<file path="config.mk">
export PLATFORM = sky130hd
export DESIGN_NAME = flow_ctrl_unit
export DESIGN_NICKNAME = d
export VERILOG_FILES = /design/src/rtl/flow_pkg.sv /design/src/rtl/flow_decode.sv /design/src/rtl/flow_stack_ram.sv /design/src/rtl/flow_ctrl_unit.sv
export SDC_FILE = /design/constraint.sdc
export NUM_CORES = 2
export LEC_CHECK = 0
export BUFFER_PORTS_ARGS = -buffer_cell sky130_fd_sc_hd__buf_4
export CAP_MARGIN = 20
export CORE_MARGIN = 5
export CORE_UTILIZATION = 39
export CTS_CLUSTER_DIAMETER = 40
export CTS_CLUSTER_SIZE = 24
export DETAILED_ROUTE_END_ITERATION = 10
export MAX_ROUTING_LAYER = met4
export PLACE_DENSITY = 0.52
export SLEW_MARGIN = 15
export SYNTH_ARGS = -nofsm -noshare
export SYNTH_HDL_FRONTEND = slang
export SYNTH_SLANG_ARGS = --single-unit
export TNS_END_PERCENT = 50
</file>
<file path="constraint.sdc">
create_clock -name clk -period 15.2 [get_ports clk]
set_input_delay 4.56 -clock clk [delete_from_list [all_inputs] [get_ports clk]]
set_output_delay 4.56 -clock clk [all_outputs]
set_load 0.02 [all_outputs]
</file>
<file path="src/rtl/flow_pkg.sv">
package flow_pkg;
  localparam logic [7:0] OPC_LJMP  = 8'h02;
  localparam logic [7:0] OPC_LCALL = 8'h12;
  localparam logic [7:0] OPC_JMPI  = 8'h73;
  localparam logic [7:0] OPC_RET   = 8'h22;
  localparam logic [7:0] OPC_RETI  = 8'h32;
  localparam logic [4:0] ABS_JMP_LO  = 5'b00001;
  localparam logic [4:0] ABS_CALL_LO = 5'b10001;

  typedef enum logic [2:0] {K_NONE, K_JUMP, K_CALL, K_RET, K_RETI} kind_e;
  typedef enum logic [1:0] {S_IDLE, S_PUSH_HI, S_POP_LO, S_POP_DONE} state_e;
endpackage

</file>
<file path="src/rtl/flow_decode.sv">
module flow_decode
  import flow_pkg::*;
#(
  parameter int PC_W  = 16,
  parameter int ABS_W = 11
) (
  input  logic [7:0]      opcode,
  input  logic [7:0]      op1,
  input  logic [7:0]      op2,
  input  logic [PC_W-1:0] pc,
  input  logic [7:0]      acc,
  input  logic [PC_W-1:0] dptr,
  output kind_e           kind,
  output logic [PC_W-1:0] target,
  output logic [PC_W-1:0] ret_addr
);
  localparam int OPB     = 8;
  localparam int HI_BITS = ABS_W - OPB;

  logic [PC_W-1:0] next2, next3, abs_tgt, ind_tgt, long_tgt;
  logic [OPB-HI_BITS-1:0] low_sel;

  assign next2    = pc + PC_W'(2);
  assign next3    = pc + PC_W'(3);
  assign abs_tgt  = {next2[PC_W-1:ABS_W], opcode[OPB-1 -: HI_BITS], op1};
  assign ind_tgt  = dptr + PC_W'(acc);
  assign long_tgt = PC_W'({op1, op2});
  assign low_sel  = opcode[OPB-HI_BITS-1:0];

  always_comb begin
    kind     = K_NONE;
    target   = '0;
    ret_addr = next3;
    if (opcode == OPC_LJMP) begin
      kind   = K_JUMP;
      target = long_tgt;
    end else if (opcode == OPC_LCALL) begin
      kind   = K_CALL;
      target = long_tgt;
    end else if (opcode == OPC_JMPI) begin
      kind   = K_JUMP;
      target = ind_tgt;
    end else if (opcode == OPC_RET) begin
      kind = K_RET;
    end else if (opcode == OPC_RETI) begin
      kind = K_RETI;
    end else if (low_sel == ABS_JMP_LO) begin
      kind   = K_JUMP;
      target = abs_tgt;
    end else if (low_sel == ABS_CALL_LO) begin
      kind     = K_CALL;
      target   = abs_tgt;
      ret_addr = next2;
    end
  end
endmodule

</file>
<file path="src/rtl/flow_stack_ram.sv">
module flow_stack_ram #(
  parameter int AW = 8,
  parameter int DW = 8
) (
  input  logic          clk,
  input  logic          we,
  input  logic [AW-1:0] waddr,
  input  logic [DW-1:0] wdata,
  input  logic [AW-1:0] raddr,
  output logic [DW-1:0] rdata
);
  localparam int DEPTH = 1 << AW;

  logic [DW-1:0] mem [DEPTH];

  always_ff @(posedge clk) begin
    if (we) mem[waddr] <= wdata;
    rdata <= mem[raddr];
  end
endmodule

</file>
<file path="src/rtl/flow_ctrl_unit.sv">
module flow_ctrl_unit
  import flow_pkg::*;
#(
  parameter int               PC_W     = 16,
  parameter int               SP_W     = 8,
  parameter logic [SP_W-1:0]  SP_RESET = 8'h07
) (
  input  logic            clk,
  input  logic            rst,
  input  logic            instr_valid,
  input  logic [7:0]      opcode,
  input  logic [7:0]      op1,
  input  logic [7:0]      op2,
  input  logic [PC_W-1:0] pc_in,
  input  logic [7:0]      acc,
  input  logic [PC_W-1:0] dptr,
  output logic            busy,
  output logic            pc_valid,
  output logic [PC_W-1:0] pc_out,
  output logic            irq_done,
  output logic [SP_W-1:0] sp_out
);
  localparam int HALF = PC_W / 2;

  kind_e           kind;
  logic [PC_W-1:0] target, ret_addr;

  state_e          state_q;
  logic [SP_W-1:0] sp_q;
  logic [HALF-1:0] hi_q;
  logic [PC_W-1:0] tgt_q, pc_q;
  logic            reti_q, valid_q, done_q;

  logic            ram_we;
  logic [SP_W-1:0] ram_waddr;
  logic [HALF-1:0] ram_wdata, ram_rdata;

  flow_decode #(.PC_W(PC_W)) u_dec (
    .opcode  (opcode),
    .op1     (op1),
    .op2     (op2),
    .pc      (pc_in),
    .acc     (acc),
    .dptr    (dptr),
    .kind    (kind),
    .target  (target),
    .ret_addr(ret_addr)
  );

  always_comb begin
    ram_we    = 1'b0;
    ram_waddr = sp_q + SP_W'(1);
    ram_wdata = ret_addr[HALF-1:0];
    if (state_q == S_IDLE && instr_valid && kind == K_CALL) begin
      ram_we = 1'b1;
    end else if (state_q == S_PUSH_HI) begin
      ram_we    = 1'b1;
      ram_wdata = hi_q;
    end
  end

  flow_stack_ram #(.AW(SP_W), .DW(HALF)) u_stack (
    .clk  (clk),
    .we   (ram_we),
    .waddr(ram_waddr),
    .wdata(ram_wdata),
    .raddr(sp_q),
    .rdata(ram_rdata)
  );

  always_ff @(posedge clk) begin
    if (rst) begin
      state_q <= S_IDLE;
      sp_q    <= SP_RESET;
      hi_q    <= '0;
      tgt_q   <= '0;
      pc_q    <= '0;
      reti_q  <= 1'b0;
      valid_q <= 1'b0;
      done_q  <= 1'b0;
    end else begin
      valid_q <= 1'b0;
      done_q  <= 1'b0;
      case (state_q)
        S_IDLE: begin
          if (instr_valid) begin
            case (kind)
              K_JUMP: begin
                pc_q    <= target;
                valid_q <= 1'b1;
              end
              K_CALL: begin
                sp_q    <= sp_q + SP_W'(1);
                hi_q    <= ret_addr[PC_W-1:HALF];
                tgt_q   <= target;
                state_q <= S_PUSH_HI;
              end
              K_RET, K_RETI: begin
                sp_q    <= sp_q - SP_W'(1);
                reti_q  <= (kind == K_RETI);
                state_q <= S_POP_LO;
              end
              default: ;
            endcase
          end
        end
        S_PUSH_HI: begin
          sp_q    <= sp_q + SP_W'(1);
          pc_q    <= tgt_q;
          valid_q <= 1'b1;
          state_q <= S_IDLE;
        end
        S_POP_LO: begin
          hi_q    <= ram_rdata;
          sp_q    <= sp_q - SP_W'(1);
          state_q <= S_POP_DONE;
        end
        S_POP_DONE: begin
          pc_q    <= {hi_q, ram_rdata};
          valid_q <= 1'b1;
          done_q  <= reti_q;
          state_q <= S_IDLE;
        end
        default: state_q <= S_IDLE;
      endcase
    end
  end

  assign busy     = (state_q != S_IDLE);
  assign pc_valid = valid_q;
  assign pc_out   = pc_q;
  assign irq_done = done_q;
  assign sp_out   = sp_q;
endmodule

</file>
# [Word level (Yosys, flattened, before mapping)]
# Memories as Yosys holds them, arrays and structs flattened. A register that Yosys moved wholly into a read port is not among the register bits.
# Index checks and enable logic that the tools add are counted.
[classes] mul=0 add_sub_neg=5 n_shift=0 bitwise_logic=1 n_eq_ne=18 div_mod_pow=0 magnitude_cmp=0 n_reduce_logical=16 mux=42
[op_table] op="$mux 16" n=16
[op_table] op="$pmux 16 s3" n=1
[op_table] op="$mux 8" n=5
[op_table] op="$add 16x2->16 const B" n=2
[op_table] op="$pmux 8 s2" n=2
[op_table] op="$pmux 8 s3" n=1
[op_table] op="$mux 3" n=6
[op_table] op="$add 16x8->16" n=1
[op_table] op="$eq 8x6->1 const B" n=2
[op_table] op="$reduce_and 3->1" n=5
[op_table] op="$add 8x1->8 const B" n=1
[op_table] op="$eq 8x2->1 const B" n=1
[op_table] op="$eq 8x5->1 const B" n=1
[op_table] op="$eq 8x7->1 const B" n=1
[op_table] op="$sub 8x1->8 const B" n=1
[op_table] op="$eq 3x2->1 const B" n=2
[op_table] op="$mux 1" n=6
[op_table] op="$pmux 2 s3" n=1
[op_table] op="$reduce_bool 3->1" n=2
[op_table] op="$reduce_or 2->1" n=3
[op_table] op="$eq 5x1->1 const B" n=1
[op_table] op="$eq 5x5->1 const B" n=1
[op_table] op="$eq 2x2->1 const B" n=2
[op_table] op="$mux 2" n=2
[op_table] op="other kinds (13)" n=16
[word_totals] ram_bits=2048 n_memories=1 inputBits=67 latch_bits=0 output_inout_bits=27 romBits=0 elab_cells=91 regBits=53
[mem_list] name="u_stack.mem" words=256 width=8 rd=1 rd_clocked_by_memory_dff=1 write_ports=1 line="flow_stack_ram.sv:14" source="logic [DW-1:0] mem [DEPTH];"

# [Logic depth before layout (Yosys ltp)]
[logic_depth] depth_word=13 ltp_mapped=13 ltp_nobuf=9

# [Modules after synthesis]
# A second synthesis with hierarchy kept.
[unflattened] cells_unflattened=4220 area_unflattened_um2=83547.6
[by_module_without_submodules] module="flow_stack_ram" area_each_um2=79556.3 cells_each=3733 instances=1 seq_area_each_um2=61659.1
[by_module_without_submodules] module="flow_ctrl_unit" area_each_um2=2798.9 cells_each=309 instances=1 seq_area_each_um2=1061.0
[by_module_without_submodules] module="flow_decode" area_each_um2=1192.4 cells_each=178 instances=1 seq_area_each_um2=0.0

# [Least setup slack after synthesis]
# OpenSTA, ideal clock, no wires.
[synth_path] path_type="input port to flip-flop" start="input port opcode[7]" end="memory u_stack.mem[0][4], data pin" arrival_ns=12.860 setup_time_ns=1.579 n_path_buf=1 cell_stages=7 t_required_ns=13.621 setup_slack_ns=0.761 cell_sequence="or4b_1 nor3_2 o21ai_1 nand2_1 clkbuf_1 nor2_1 a21oi_1"
[synth_between] elab_chain_len=9 elab_cells_between_ends=19 classes_between="6 x eq/ne; 12 x mux; 1 x reduce/logical"
[synth_lines] element="start: declaration" line="flow_ctrl_unit.sv:11" source="input logic [7:0] opcode,"
[synth_lines] element="$eq 8x6->1" line="flow_decode.sv:45" source="end else if (opcode == OPC_RETI) begin"
[synth_lines] element="$mux 3" line="flow_decode.sv:45"
[synth_lines] element="$mux 3" line="flow_decode.sv:43" source="end else if (opcode == OPC_RET) begin"
[synth_lines] element="$mux 3" line="flow_decode.sv:40" source="end else if (opcode == OPC_JMPI) begin"
[synth_lines] element="$mux 3" line="flow_decode.sv:37" source="end else if (opcode == OPC_LCALL) begin"
[synth_lines] element="$mux 3" line="flow_decode.sv:34" source="if (opcode == OPC_LJMP) begin"
[synth_lines] element="$eq 3x2->1" line="flow_ctrl_unit.sv:54" source="if (state_q == S_IDLE && instr_valid && kind == K_CALL) begin"
[synth_lines] element="$logic_and 1x1->1" line="flow_ctrl_unit.sv:54"
[synth_lines] element="$mux 8 (*)" line="flow_ctrl_unit.sv:54"
[synth_lines] element="via ram_wdata[4]" line="flow_ctrl_unit.sv:36" source="logic [HALF-1:0] ram_wdata, ram_rdata;"
[synth_lines] element="end: declaration" line="flow_stack_ram.sv:14"
# Mark *: on every way through the listed nets, which the timed path passes. The rest lies on a longest branch.

# [Final worst setup path]
[layout_path] start="input port opcode[7]" end="memory u_stack.mem[7][0], data pin"
# The elaborated chain is that of the path after synthesis.

==> metrics.txt <==
pre-CTS setup slack=5.412 ns; Detailed Place HPWL=152.4 mm; area of the multi-input gates=0.01992 mm2; root buffer cell=clkbuf_16; clk slew on worst S/H paths=0.06 ns; reg2reg end=u_stack.rdata[4]; Yosys cell types=88; final WL=254.3 mm; Clock Latency Late Sink=0.93 ns; share of cells above drive strength 1=24.95%; antenna violations before repair=4; post-synthesis register bit count=2109; Main synth FF type=edfxtp_1; fmax=0.1127 GHz; post-CTS setup buffers=0; CP Capture Type=flip-flop; crit path DAT=9.41 ns; Pins Over Slew Limit=0; outcome=finished, final reports clean; Max VDD drop=0.1909 mV; Crit Reg-Reg Startpoint=sp_out[0]; area leader, netlist=edfxtp_1; CTS tree=done; post-layout net count=4675; Mean Syn Cell Area=19.22 um2; post-synthesis net count=4460; number of synthesized flops with an enable pin=2048; Tightest Pin Transition=1.208 ns; chip height=474.1 um; Power Density=192.2 mW/mm2; PortBufs=93; crit path from=opcode[7]; total CTS buffers=296; RSZ-0062 raised after global routing=no; Routed Antenna Nets=0; Register Area=0.06274 mm2; DRC viols=0; final worst path period need=8.876 ns; R2R setup slack=8.60 ns; register area share after synthesis=74.66%; final setup vio count=0; number of global-route vias before repair=44920; io pins=94; Syn Inst Count=4370; ys async rst share=0%; Bufs on Longest Clock Path=4; Core ar.=0.2144 mm2; R2R depth=10; Worst Hold Class=reg2reg; Area after DPL=0.08787 mm2; synthesized cell area=0.08400 mm2; endpoints failing hold=0; initial core utilization=39.18%; first-pass detailed-route iteration total=6; grt total ovfl=0; post-route cell area=0.09772 mm2; maximum capacitance violations=0; Chip Width=474.1 um; filler instances=18120; CTS resizes=0; startpoint types=input port; CP Class=in2reg; DRT iter0 DRCs=5165; post-synth top area share=73.21%; DR WL/cell=33.28 um; fin cells=7643; fin worst setup slack=6.324 ns; CP endpoint=u_stack.mem[7][0]; Post-Route Setup TNS=0 ns; GP Congestion=0.8511; DR vias/cell=5.874; Area growth syn-to-layout=16.33%; GRT Overall Usage=22.95%; Slew headroom=19.49%; largest net degree at the start of global routing=192; first-pass GRT wire length=354.1 mm; Die ar.=0.2248 mm2; leakage power=31.41 nW; # H-tree levels=5; CTS sink cnt=2109; Synth area leaders=edfxtp_1 73%, mux4_2 12%, mux2i_1 1.9%; CP max FO=170; Site Rows=170; Final period util=58.39%; vias after detailed routing=44900; Yosys warning count=0; clk_skew=0.04935 ns; Post-CTS Hold Fix Bufs=0; dpl cells=7124; CP Data Required Time=15.74 ns
[layout by cell type (no fill, tap or decap), types with 20 or more instances in the layout]
master / count
a31oi_1: 23
bufinv_16: 22
buf_4: 176
nand2_1: 173
a21oi_1: 88
inv_6: 51
clkinvlp_4: 25
nor3_1: 36
o221ai_1: 23
clkinv_4: 23
clkinv_2: 27
nor2_1: 372
a22oi_1: 107
mux2i_1: 160
clkbuf_16: 303
ha_1: 22
o21ai_0: 56
o211ai_1: 20
edfxtp_1: 2048
nand3_1: 62
a221oi_1: 42
mux4_2: 453
a211oi_1: 40
xor2_1: 24
dfxtp_1: 54
[stage by stage]
stage,utilization (%),power [W],hold slack (ns)
after floorplan,-,0.01014,0.4090
after global placement,40.97,0.01206,0.4261
after detailed placement,40.98,0.01205,0.4227
after CTS,45.57,0.01888,0.4388
after global routing,45.58,0.01933,0.4496
final,45.58,0.01878,0.4469
[worst min path at each step]
stage               end    from  slack [ns]  cells past startpoint
3_5_place_dp   irq_done  reti_q        0.42                      2
4_1_cts        irq_done  reti_q        0.44                      2
5_1_grt        irq_done  reti_q        0.45                      2
6_report       irq_done  reti_q        0.45                      2
3_3_place_gp   irq_done  reti_q        0.43                      2
2_1_floorplan  irq_done  reti_q        0.41                      2
[cell families (layout without fill, tap and decap cells)]
kind of cell / count (synthesis) / count (layout) / share of synthesized area, %
AO/OA/AOI/OAI: 520 / 520 / 4.345
buffers and inverters: 292 / 724 / 1.845
adder cells (fa/ha/maj): 23 / 23 / 0.3515
flip-flops: 2109 / 2109 / 74.66
other: 0 / 3 / 0
AND/OR/NAND/NOR: 752 / 752 / 3.922
multiplexers: 630 / 630 / 14.40
XOR/XNOR: 44 / 44 / 0.4677
[flip-flops by register name (all words and copies together) (netlist names)]
register       flops
pc_valid           1
sp_out             8
u_stack.mem     2048
pc_out            16
u_stack.rdata      8
tgt_q             16
state_q            2
reti_q             1
hi_q               8
irq_done           1
[power by group]
| part | switching, W | internal (W) | total (W) | leakage, nW |
|---|---|---|---|---|
| clock network | 0.00271 | 0.00412 | 0.00683 | 4.77 |
| registers | 0.000112 | 0.00707 | 0.00718 | 18.9 |
| logic | 0.00337 | 0.00139 | 0.00476 | 7.72 |
| total | 0.00619 | 0.0126 | 0.0188 | 31.4 |
[metal layers]
metal,vias up,routed length [um],GRT usage [%]
li1,18460,-,-
met1,23820,107200,31.47
met2,2213,118400,34.70
met3,407,20230,4.652
met4,0,8457,7.422
met5,-,0,-
[worst max-delay path: stages]
cell,delay (ns)
buf_4,0.13
or4b_1,0.56
nor3_2,0.70
o21ai_2,0.08
buf_4,0.25
nand2_1,0.70
nor2_1,0.16
a21oi_4,0.43
buf_12,0.69
buf_4,0.88
[cell usage after synthesis (29+ instances only)]
cell type	instances
a211oi_1	40
a21oi_1	96
a221oi_1	42
a22oi_1	107
buf_2	89
buf_6	29
clkbuf_1	108
dfxtp_1	61
edfxtp_1	2048
mux2i_1	160
mux4_2	453
nand2_1	173
nand3_1	70
nor2_1	375
nor3_1	36
o21ai_0	57
[cell type report]
cell class	count	share of cell area, %
flip-flops and latches	2109	64.20
multi-input cells	1969	20.39
clock buffers	323	7.866
well taps	2838	3.634
clock inverters	192	2.206
repair buffers	189	1.618
inverters	20	0.08066
diodes	3	0.007682
No activity file was read; power rests on OpenSTA's default activity.
